## src/rtl/cyc_pkg.sv

```systemverilog
package cyc_pkg;

  typedef enum logic [1:0] {
    CYC_S0 = 2'b00,
    CYC_S1 = 2'b01,
    CYC_S2 = 2'b10,
    CYC_S3 = 2'b11
  } cycT;

  typedef enum logic [1:0] {
    K_NOP = 2'b00,
    K_IN  = 2'b01,
    K_OUT = 2'b10
  } kindT;

  typedef struct packed {
    logic clrRegs;
    logic incR0;
    logic doIntr;
    logic setIe;
    logic clrIe;
  } ctrlT;

endpackage

```

## src/rtl/cyc_ctrl.sv

```systemverilog
module cyc_ctrl
  import cyc_pkg::*;
(
  input  logic       clk,
  input  logic       rst,
  input  logic       clear,
  input  logic       load,
  input  logic       dmaIn,
  input  logic       dmaOut,
  input  logic       intReq,
  input  logic       stayInExec,
  input  logic       retPulse,
  input  logic       disPulse,
  input  logic       ieQ,
  output ctrlT       ctrl,
  output logic [1:0] stateCode,
  output logic       memWr,
  output logic       memRd
);

  cycT  cycQ, cycN;
  kindT kindQ, kindN;
  logic inClearQ;
  logic running;

  assign running = !clear && !inClearQ;

  // choose the cycle that follows an S1 or S2 boundary
  function automatic void arbitrate(input logic fallbackExec,
                                    output cycT c, output kindT k);
    if (dmaIn) begin
      c = CYC_S2; k = K_IN;
    end else if (dmaOut) begin
      c = CYC_S2; k = K_OUT;
    end else if (intReq && ieQ) begin
      c = CYC_S3; k = K_NOP;
    end else if (fallbackExec) begin
      c = CYC_S1; k = K_NOP;
    end else begin
      c = CYC_S0; k = K_NOP;
    end
  endfunction

  always_comb begin
    cycN  = CYC_S0;
    kindN = K_NOP;
    if (clear) begin
      if (load && dmaIn) begin
        cycN = CYC_S2; kindN = K_IN;
      end else begin
        cycN = CYC_S1; kindN = K_NOP;
      end
    end else if (inClearQ) begin
      cycN = CYC_S2; kindN = K_NOP;
    end else begin
      unique case (cycQ)
        CYC_S0: begin cycN = CYC_S1; kindN = K_NOP; end
        CYC_S1: arbitrate(stayInExec, cycN, kindN);
        CYC_S2: arbitrate(1'b0, cycN, kindN);
        CYC_S3: begin cycN = CYC_S0; kindN = K_NOP; end
        default: begin cycN = CYC_S0; kindN = K_NOP; end
      endcase
    end
  end

  always_ff @(posedge clk or posedge rst) begin
    if (rst) begin
      cycQ     <= CYC_S1;
      kindQ    <= K_NOP;
      inClearQ <= 1'b1;
    end else begin
      cycQ     <= cycN;
      kindQ    <= kindN;
      inClearQ <= clear;
    end
  end

  assign memWr = (cycQ == CYC_S2) && (kindQ == K_IN);
  assign memRd = (cycQ == CYC_S2) && (kindQ == K_OUT);
  assign stateCode = cycQ;

  assign ctrl.clrRegs = clear && !inClearQ;
  assign ctrl.incR0   = (cycQ == CYC_S2) && (kindQ != K_NOP);
  assign ctrl.doIntr  = (cycQ == CYC_S3) && running;
  assign ctrl.setIe   = retPulse && running;
  assign ctrl.clrIe   = disPulse && running;

endmodule

```

## src/rtl/cyc_regs.sv

```systemverilog
module cyc_regs
  import cyc_pkg::*;
#(
  parameter int ADDR_W = 16,
  parameter int NIB_W  = 4,
  parameter int INT_P  = 1,
  parameter int INT_X  = 2
) (
  input  logic                 clk,
  input  logic                 rst,
  input  ctrlT                 ctrl,
  output logic [ADDR_W-1:0]    r0Q,
  output logic [NIB_W-1:0]     xQ,
  output logic [NIB_W-1:0]     pQ,
  output logic [2*NIB_W-1:0]   tQ,
  output logic                 ieQ
);

  localparam logic [ADDR_W-1:0] R0_ONE = ADDR_W'(1);

  always_ff @(posedge clk or posedge rst) begin
    if (rst) begin
      r0Q <= '0;
      xQ  <= '0;
      pQ  <= '0;
      tQ  <= '0;
      ieQ <= 1'b1;
    end else if (ctrl.clrRegs) begin
      r0Q <= '0;
      pQ  <= '0;
      ieQ <= 1'b1;
    end else begin
      if (ctrl.incR0) r0Q <= r0Q + R0_ONE;
      if (ctrl.doIntr) begin
        tQ  <= {xQ, pQ};
        pQ  <= NIB_W'(INT_P);
        xQ  <= NIB_W'(INT_X);
        ieQ <= 1'b0;
      end else if (ctrl.clrIe) begin
        ieQ <= 1'b0;
      end else if (ctrl.setIe) begin
        ieQ <= 1'b1;
      end
    end
  end

endmodule

```

## src/rtl/cycle_sequencer.sv

```systemverilog
module cycle_sequencer
  import cyc_pkg::*;
#(
  parameter int ADDR_W = 16,
  parameter int DATA_W = 8,
  parameter int NIB_W  = 4,
  parameter int INT_P  = 1,
  parameter int INT_X  = 2
) (
  input  logic                 clk,
  input  logic                 rst,
  input  logic                 clear,
  input  logic                 load,
  input  logic                 dmaIn,
  input  logic                 dmaOut,
  input  logic                 intReq,
  input  logic                 stayInExec,
  input  logic                 retPulse,
  input  logic                 disPulse,
  input  logic [DATA_W-1:0]    busIn,
  input  logic [DATA_W-1:0]    memRdData,
  output logic [1:0]           stateCode,
  output logic                 memWr,
  output logic                 memRd,
  output logic [ADDR_W-1:0]    memAddr,
  output logic [DATA_W-1:0]    memWdata,
  output logic [DATA_W-1:0]    busOut,
  output logic [NIB_W-1:0]     regX,
  output logic [NIB_W-1:0]     regP,
  output logic [2*NIB_W-1:0]   regT,
  output logic                 ieFlag
);

  ctrlT ctrl;
  logic ieQ;

  cyc_ctrl u_ctrl (
    .clk(clk), .rst(rst), .clear(clear), .load(load),
    .dmaIn(dmaIn), .dmaOut(dmaOut), .intReq(intReq),
    .stayInExec(stayInExec), .retPulse(retPulse), .disPulse(disPulse),
    .ieQ(ieQ), .ctrl(ctrl), .stateCode(stateCode),
    .memWr(memWr), .memRd(memRd)
  );

  cyc_regs #(.ADDR_W(ADDR_W), .NIB_W(NIB_W), .INT_P(INT_P), .INT_X(INT_X)) u_regs (
    .clk(clk), .rst(rst), .ctrl(ctrl),
    .r0Q(memAddr), .xQ(regX), .pQ(regP), .tQ(regT), .ieQ(ieQ)
  );

  assign ieFlag   = ieQ;
  assign memWdata = busIn;
  assign busOut   = memRd ? memRdData : '0;

endmodule

```

## config.mk

```make
export PLATFORM = sky130hd
export DESIGN_NAME = cycle_sequencer
export DESIGN_NICKNAME = d
export VERILOG_FILES = /design/src/rtl/cyc_pkg.sv /design/src/rtl/cyc_ctrl.sv /design/src/rtl/cyc_regs.sv /design/src/rtl/cycle_sequencer.sv
export SDC_FILE = /design/constraint.sdc
export NUM_CORES = 1
export LEC_CHECK = 0
export ABC_AREA = 1
export BUFFER_PORTS_ARGS = -buffer_cell sky130_fd_sc_hd__buf_2
export CAP_MARGIN = 20
export CELL_PAD_IN_SITES_DETAIL_PLACEMENT = 1
export CELL_PAD_IN_SITES_GLOBAL_PLACEMENT = 1
export CORE_MARGIN = 5
export CORE_UTILIZATION = 24
export CTS_BUF_LIST = sky130_fd_sc_hd__clkbuf_2
export CTS_CLUSTER_SIZE = 30
export DETAILED_ROUTE_END_ITERATION = 16
export PLACE_DENSITY = 0.63
export SLEW_MARGIN = 40
export SYNTH_ARGS = -nofsm -noshare
export SYNTH_HDL_FRONTEND = slang
export SYNTH_SLANG_ARGS = --single-unit
```

## constraint.sdc

```tcl
create_clock -name clk -period 3.4 [get_ports clk]
set_clock_uncertainty 0.05 [all_clocks]
set_input_delay 0.17 -clock clk [delete_from_list [all_inputs] [get_ports clk]]
set_output_delay 0.17 -clock clk [all_outputs]
set_load 0.01 [all_outputs]
```

* Word level (Yosys, flattened, before mapping) *
Cells that the tools add are included.
W data, S select, Z words.

storage, ports and cells
  register bits after elaboration = 32
  logic and storage cells = 61
  input bits = 26

operators by class
  equal/unequal tests = 5
  bitwise gates (word level) = 1
  $add $sub $neg = 1
  muxes and demuxes = 26
  reduce and logical (&&, ||, !) cells = 20

operators with widths
  operator                 count
  $mux W16                 2
  $mux W2                  13
  $add A16 B1 Y16 const B  1
  $logic_and A1 B1 Y1      10
  $mux W4                  2
  $mux W8                  1
  $pmux W2 S4              1
  $eq A2 B2 Y1 const B     3
  $mux W1                  6
  $reduce_bool A2 Y1       3
  $eq A2 B1 Y1 const B     2
  $pmux W2 S2              1
  $reduce_bool A4 Y1       1
  $reduce_or A2 Y1         2
  $logic_not A1 Y1         2
  $logic_not A2 Y1         1
  $reduce_and A2 Y1        1
  $not A1 Y1               1

* Depth between registers and ports, before layout *
  word-level depth = 7
  depth in mapped cells = 10

* By module *
Synthesis repeated with hierarchy kept, for this count alone.

second synthesis, totals
  cell total of the unflattened synthesis = 228
  area, all modules = 1,656.6 um^2

by module, submodules not included
  module           seq. area each (um^2)  area an instance (um^2)  instances  cells each
  cyc_regs         526.8                  1,188.6                  1          154
  cyc_ctrl         127.6                  342.8                    1          49
  cycle_sequencer  0.0                    125.1                    1          25

* Least setup slack after synthesis *
No wires, ideal clock.

  path kind = register to register
  from = reg u_ctrl.cycQ[0] (netlist: u_ctrl.stateCode[0])
  to = reg u_regs.r0Q[11]
  arrival time = 1.379 ns
  cell stages (with the launch flop) = 9
  library setup time = 0.123 ns
  period minus slack after synthesis = 1.552 ns
  path buffers = 0
  path slack = 1.848 ns
  data required time = 3.227 ns
  path through = dfstp_2 > inv_1 > ha_1 > nand2_2 > nand2_4 > nand2_4 > nor2_1 > o21ai_0 > nor2_1

on the way
  cells in the longest elaborated chain, start to end = 3

ends and longest elaborated chain
  what                                 line            text
  start, declared                      cyc_ctrl.sv:21  cycT cycQ, cycN;
  start signal, assigned               cyc_ctrl.sv:72  cycQ <= cycN;
  $eq A2 B2 Y1                         cyc_ctrl.sv:83  assign ctrl.incR0 = (cycQ == CYC_S2) && (kindQ != K_NOP);
  $logic_and A1 B1 Y1                  cyc_ctrl.sv:83
  $reduce_bool A2 Y1 (no source line)  -
  end signal, assigned                 cyc_regs.sv:33  if (ctrl.incR0) r0Q <= r0Q + R0_ONE;
  end, declared                        cyc_regs.sv:12  output logic [ADDR_W-1:0] r0Q,

No other way between the ends.
A chain may end at the register's enable or synchronous reset.

* Final worst setup path *
  from = reg u_ctrl.cycQ[0] (netlist: u_ctrl.stateCode[0])
  to = out busOut[0]

on the way
  cells in the longest elaborated chain, start to end = 3

ends and longest elaborated chain
  what                 line                   text
  $eq A2 B2 Y1         cyc_ctrl.sv:79         assign memRd = (cycQ == CYC_S2) && (kindQ == K_OUT);
  $logic_and A1 B1 Y1  cyc_ctrl.sv:79
  $mux W8              cycle_sequencer.sv:52  assign busOut = memRd ? memRdData : '0;
  end, declared        cycle_sequencer.sv:27  output logic [DATA_W-1:0] busOut,

No other way between the ends.

==> results.json <==
{
  "drt_first_pass_iters": 4,
  "hold_class": "in -> reg",
  "drive_gt1_frac": 0.272,
  "hold_violations": 0,
  "numCtsBuffers": 3,
  "area_growth_pct": 20.1,
  "route.antenna.remaining_nets": 0,
  "cts_sinks": 26,
  "fillers": 858,
  "grt_pass1_wl_mm": 7.10,
  "power_density_mw_per_mm2": 329,
  "fin_crit_ns": 2.10,
  "fin_nets": 297,
  "io_pins": 79,
  "routed_wl_mm": 4.08,
  "synth_edf_count": 0,
  "grt_max_degree": 27,
  "synthArstFlopShare": 1.00,
  "drc_errors": 0,
  "outcome": "complete, no violations",
  "ys_warn_count": 0,
  "multi_input_area_sq_um": 761,
  "rsz0062_at_grt": "no",
  "cp-end-kind": "output port",
  "ys.flop_type": "dfrtp_1",
  "antenna_found_initial": 0,
  "wl_per_cell_um": 11.8,
  "yosys_register_bits": 26,
  "tns_ns": 0,
  "port_buffers": 50,
  "core_area_sq_mm": 0.00672,
  "setup_violations": 0,
  "fp.dieW_um": 92.7,
  "final_util": 0.293,
  "vdd_drop_max_v": 0.000174,
  "std_cell_rows": 30,
  "slew_headroom": 0.508,
  "seqCellArea_sq_um": 654,
  "hpwlAfterDp_mm": 3.15,
  "p_leak_nw": 1.10,
  "worst_pin_slew_ns": 0.738,
  "drtIter0Drc": 48,
  "crit_path_cell_trace": "inv_1 -> ha_1 -> nand2_2 -> nor2_1 -> inv_1 -> nor2_1 -> buf_2",
  "mostFrequentLayoutCell": "buf_2",
  "crit_arrival_ns": 1.88,
  "synth-seq-area-share": 0.399,
  "grt_usage": 0.101,
  "die_area_sq_mm": 0.00859,
  "finalPower_mw": 0.648,
  "grt_pass1_vias": 1546,
  "grt-ovfl-total": 0,
  "pre_cts_ws_ns": 1.73,
  "avgSynthCellArea_sq_um": 7.60,
  "slowest_delay_ns": 0.63,
  "gp_congestion": 0.729,
  "synth_area_sq_mm": 0.00164,
  "slew_viol_final": 0,
  "htreeDepth": 1,
  "synth_cell_types": 30,
  "via_per_inst": 4.19,
  "maxCapViolations": 0,
  "setup_ws_ns": 1.30,
  "clkTransAtPathRegs_ns": 0.28,
  "period_share": 0.618,
  "vias": 1446,
  "critPathSlowestCell": "dfstp_2",
  "required_ns": 3.18,
  "antenna_cells": 0,
  "startpoint_type": "flip-flop",
  "max_freq_mhz": 476,
  "worstSetupPathType": "reg -> out",
  "mostFrequentLayoutCells": "buf_2 (50), nand2_1 (43), nor2_1 (36), inv_1 (25), dfrtp_1 (23)",
  "synth_cells": 216,
  "cts.repair.resized": 0,
  "cts_tree": "built",
  "clock_path_buffers": 2,
  "cp_max_fo": 8,
  "rrSetupSlack_ns": 1.53,
  "start_util": 0.244,
  "clockRootBuffer": "clkbuf_2",
  "clkLatencyLatePin_ns": 0.38,
  "die_h_um": 92.7
}
[cell usage after synthesis, types with 2 or more instances]
cell	number	share of area
buf_4	20	0.091
nor2_4	3	0.021
a21oi_1	8	0.024
o21ai_0	11	0.034
ha_1	5	0.038
nor2_1	36	0.082
dfrtp_1	23	0.35
dfstp_2	3	0.048
nand2_4	2	0.014
inv_1	26	0.059
nor3_1	3	0.0091
nand2_2	3	0.011
nand2_1	43	0.098
nand3_1	14	0.043
[cells by family after synthesis]
kind of cell	count (synthesis)	synth area share
compound gates	23	0.0762
other cells	1	0.00228
mux	1	0.00686
flops	26	0.399
simple gates	111	0.315
fa+ha+maj	5	0.0381
buf+inv	49	0.163
[metrics by stage]
step	std cells	hold WS, ns	cell area, sq um
2_1_floorplan	227	0.124	1680
5_1_grt	345	0.0233	1970
6_report	345	0.0642	1970
4_1_cts	345	0.0221	1970
3_5_place_dp	335	0.226	1870
3_3_place_gp	335	0.282	1870
[worst max-delay path: cells and delay by family, from the launching register on]
family,cells,cell delay [ns]
simple gates,3,0.22
buf+inv,3,0.40
fa+ha+maj,1,0.25
flops,1,0.63
[metal layers]
metal | vias up | track usage | part of all wire
met2 | 31 | 0.180 | 0.50
met5 | - | 0 | 0
met4 | 0 | 0.0220 | 0.0081
li1 | 740 | - | -
met3 | 5 | 0.0252 | 0.057
met1 | 670 | 0.123 | 0.43
[power by group]
group	switching, mW	total, mW	internal [mW]
clock network	0.103	0.204	0.101
logic	0.0620	0.103	0.0414
registers	0.0125	0.340	0.328
total	0.178	0.648	0.470
[registers in the layout, summed over array words and instances, names as in the netlist]
| register | flops |
|---|---|
| u_regs.tQ | 2 |
| u_regs.r0Q | 16 |
| u_regs.xQ | 1 |
| u_regs.ieQ | 1 |
| u_ctrl.kindQ | 2 |
| u_ctrl.inClearQ | 1 |
| u_ctrl.stateCode | 2 |
| u_regs.pQ | 1 |
[cell type report]
class	instances	share of cell area
Clock buffer	3	0.00761
Timing Repair Buffer	56	0.157
Sequential cell	26	0.332
Tap cell	80	0.0508
Inverter	27	0.0514
Multi-Input combinational cell	152	0.386
Clock inverter	1	0.0152
[timing repair]
item | 4_1_cts | 5_1_grt
setup endpoints to repair | 0 | 0
hold endpoints to repair | 29 | 0
hold buffers | 6 | 0
setup buffers | 0 | 0
[worst paths after layout]
| path | start | end | cells after the start |
|---|---|---|---|
| max | u_ctrl.stateCode[0] | busOut[0] | 7 |
| min | retPulse | u_regs.ieQ | 4 |
| max reg2reg | u_ctrl.stateCode[0] | u_ctrl.kindQ[1] | 5 |
| min reg2reg | u_regs.xQ[1] | u_regs.xQ[1] | 2 |
| max in group asynchronous | rst | u_regs.r0Q[7] | 3 |
| min in group asynchronous | rst | u_regs.tQ[0] | 3 |
(Power assumes the default switching activity.)
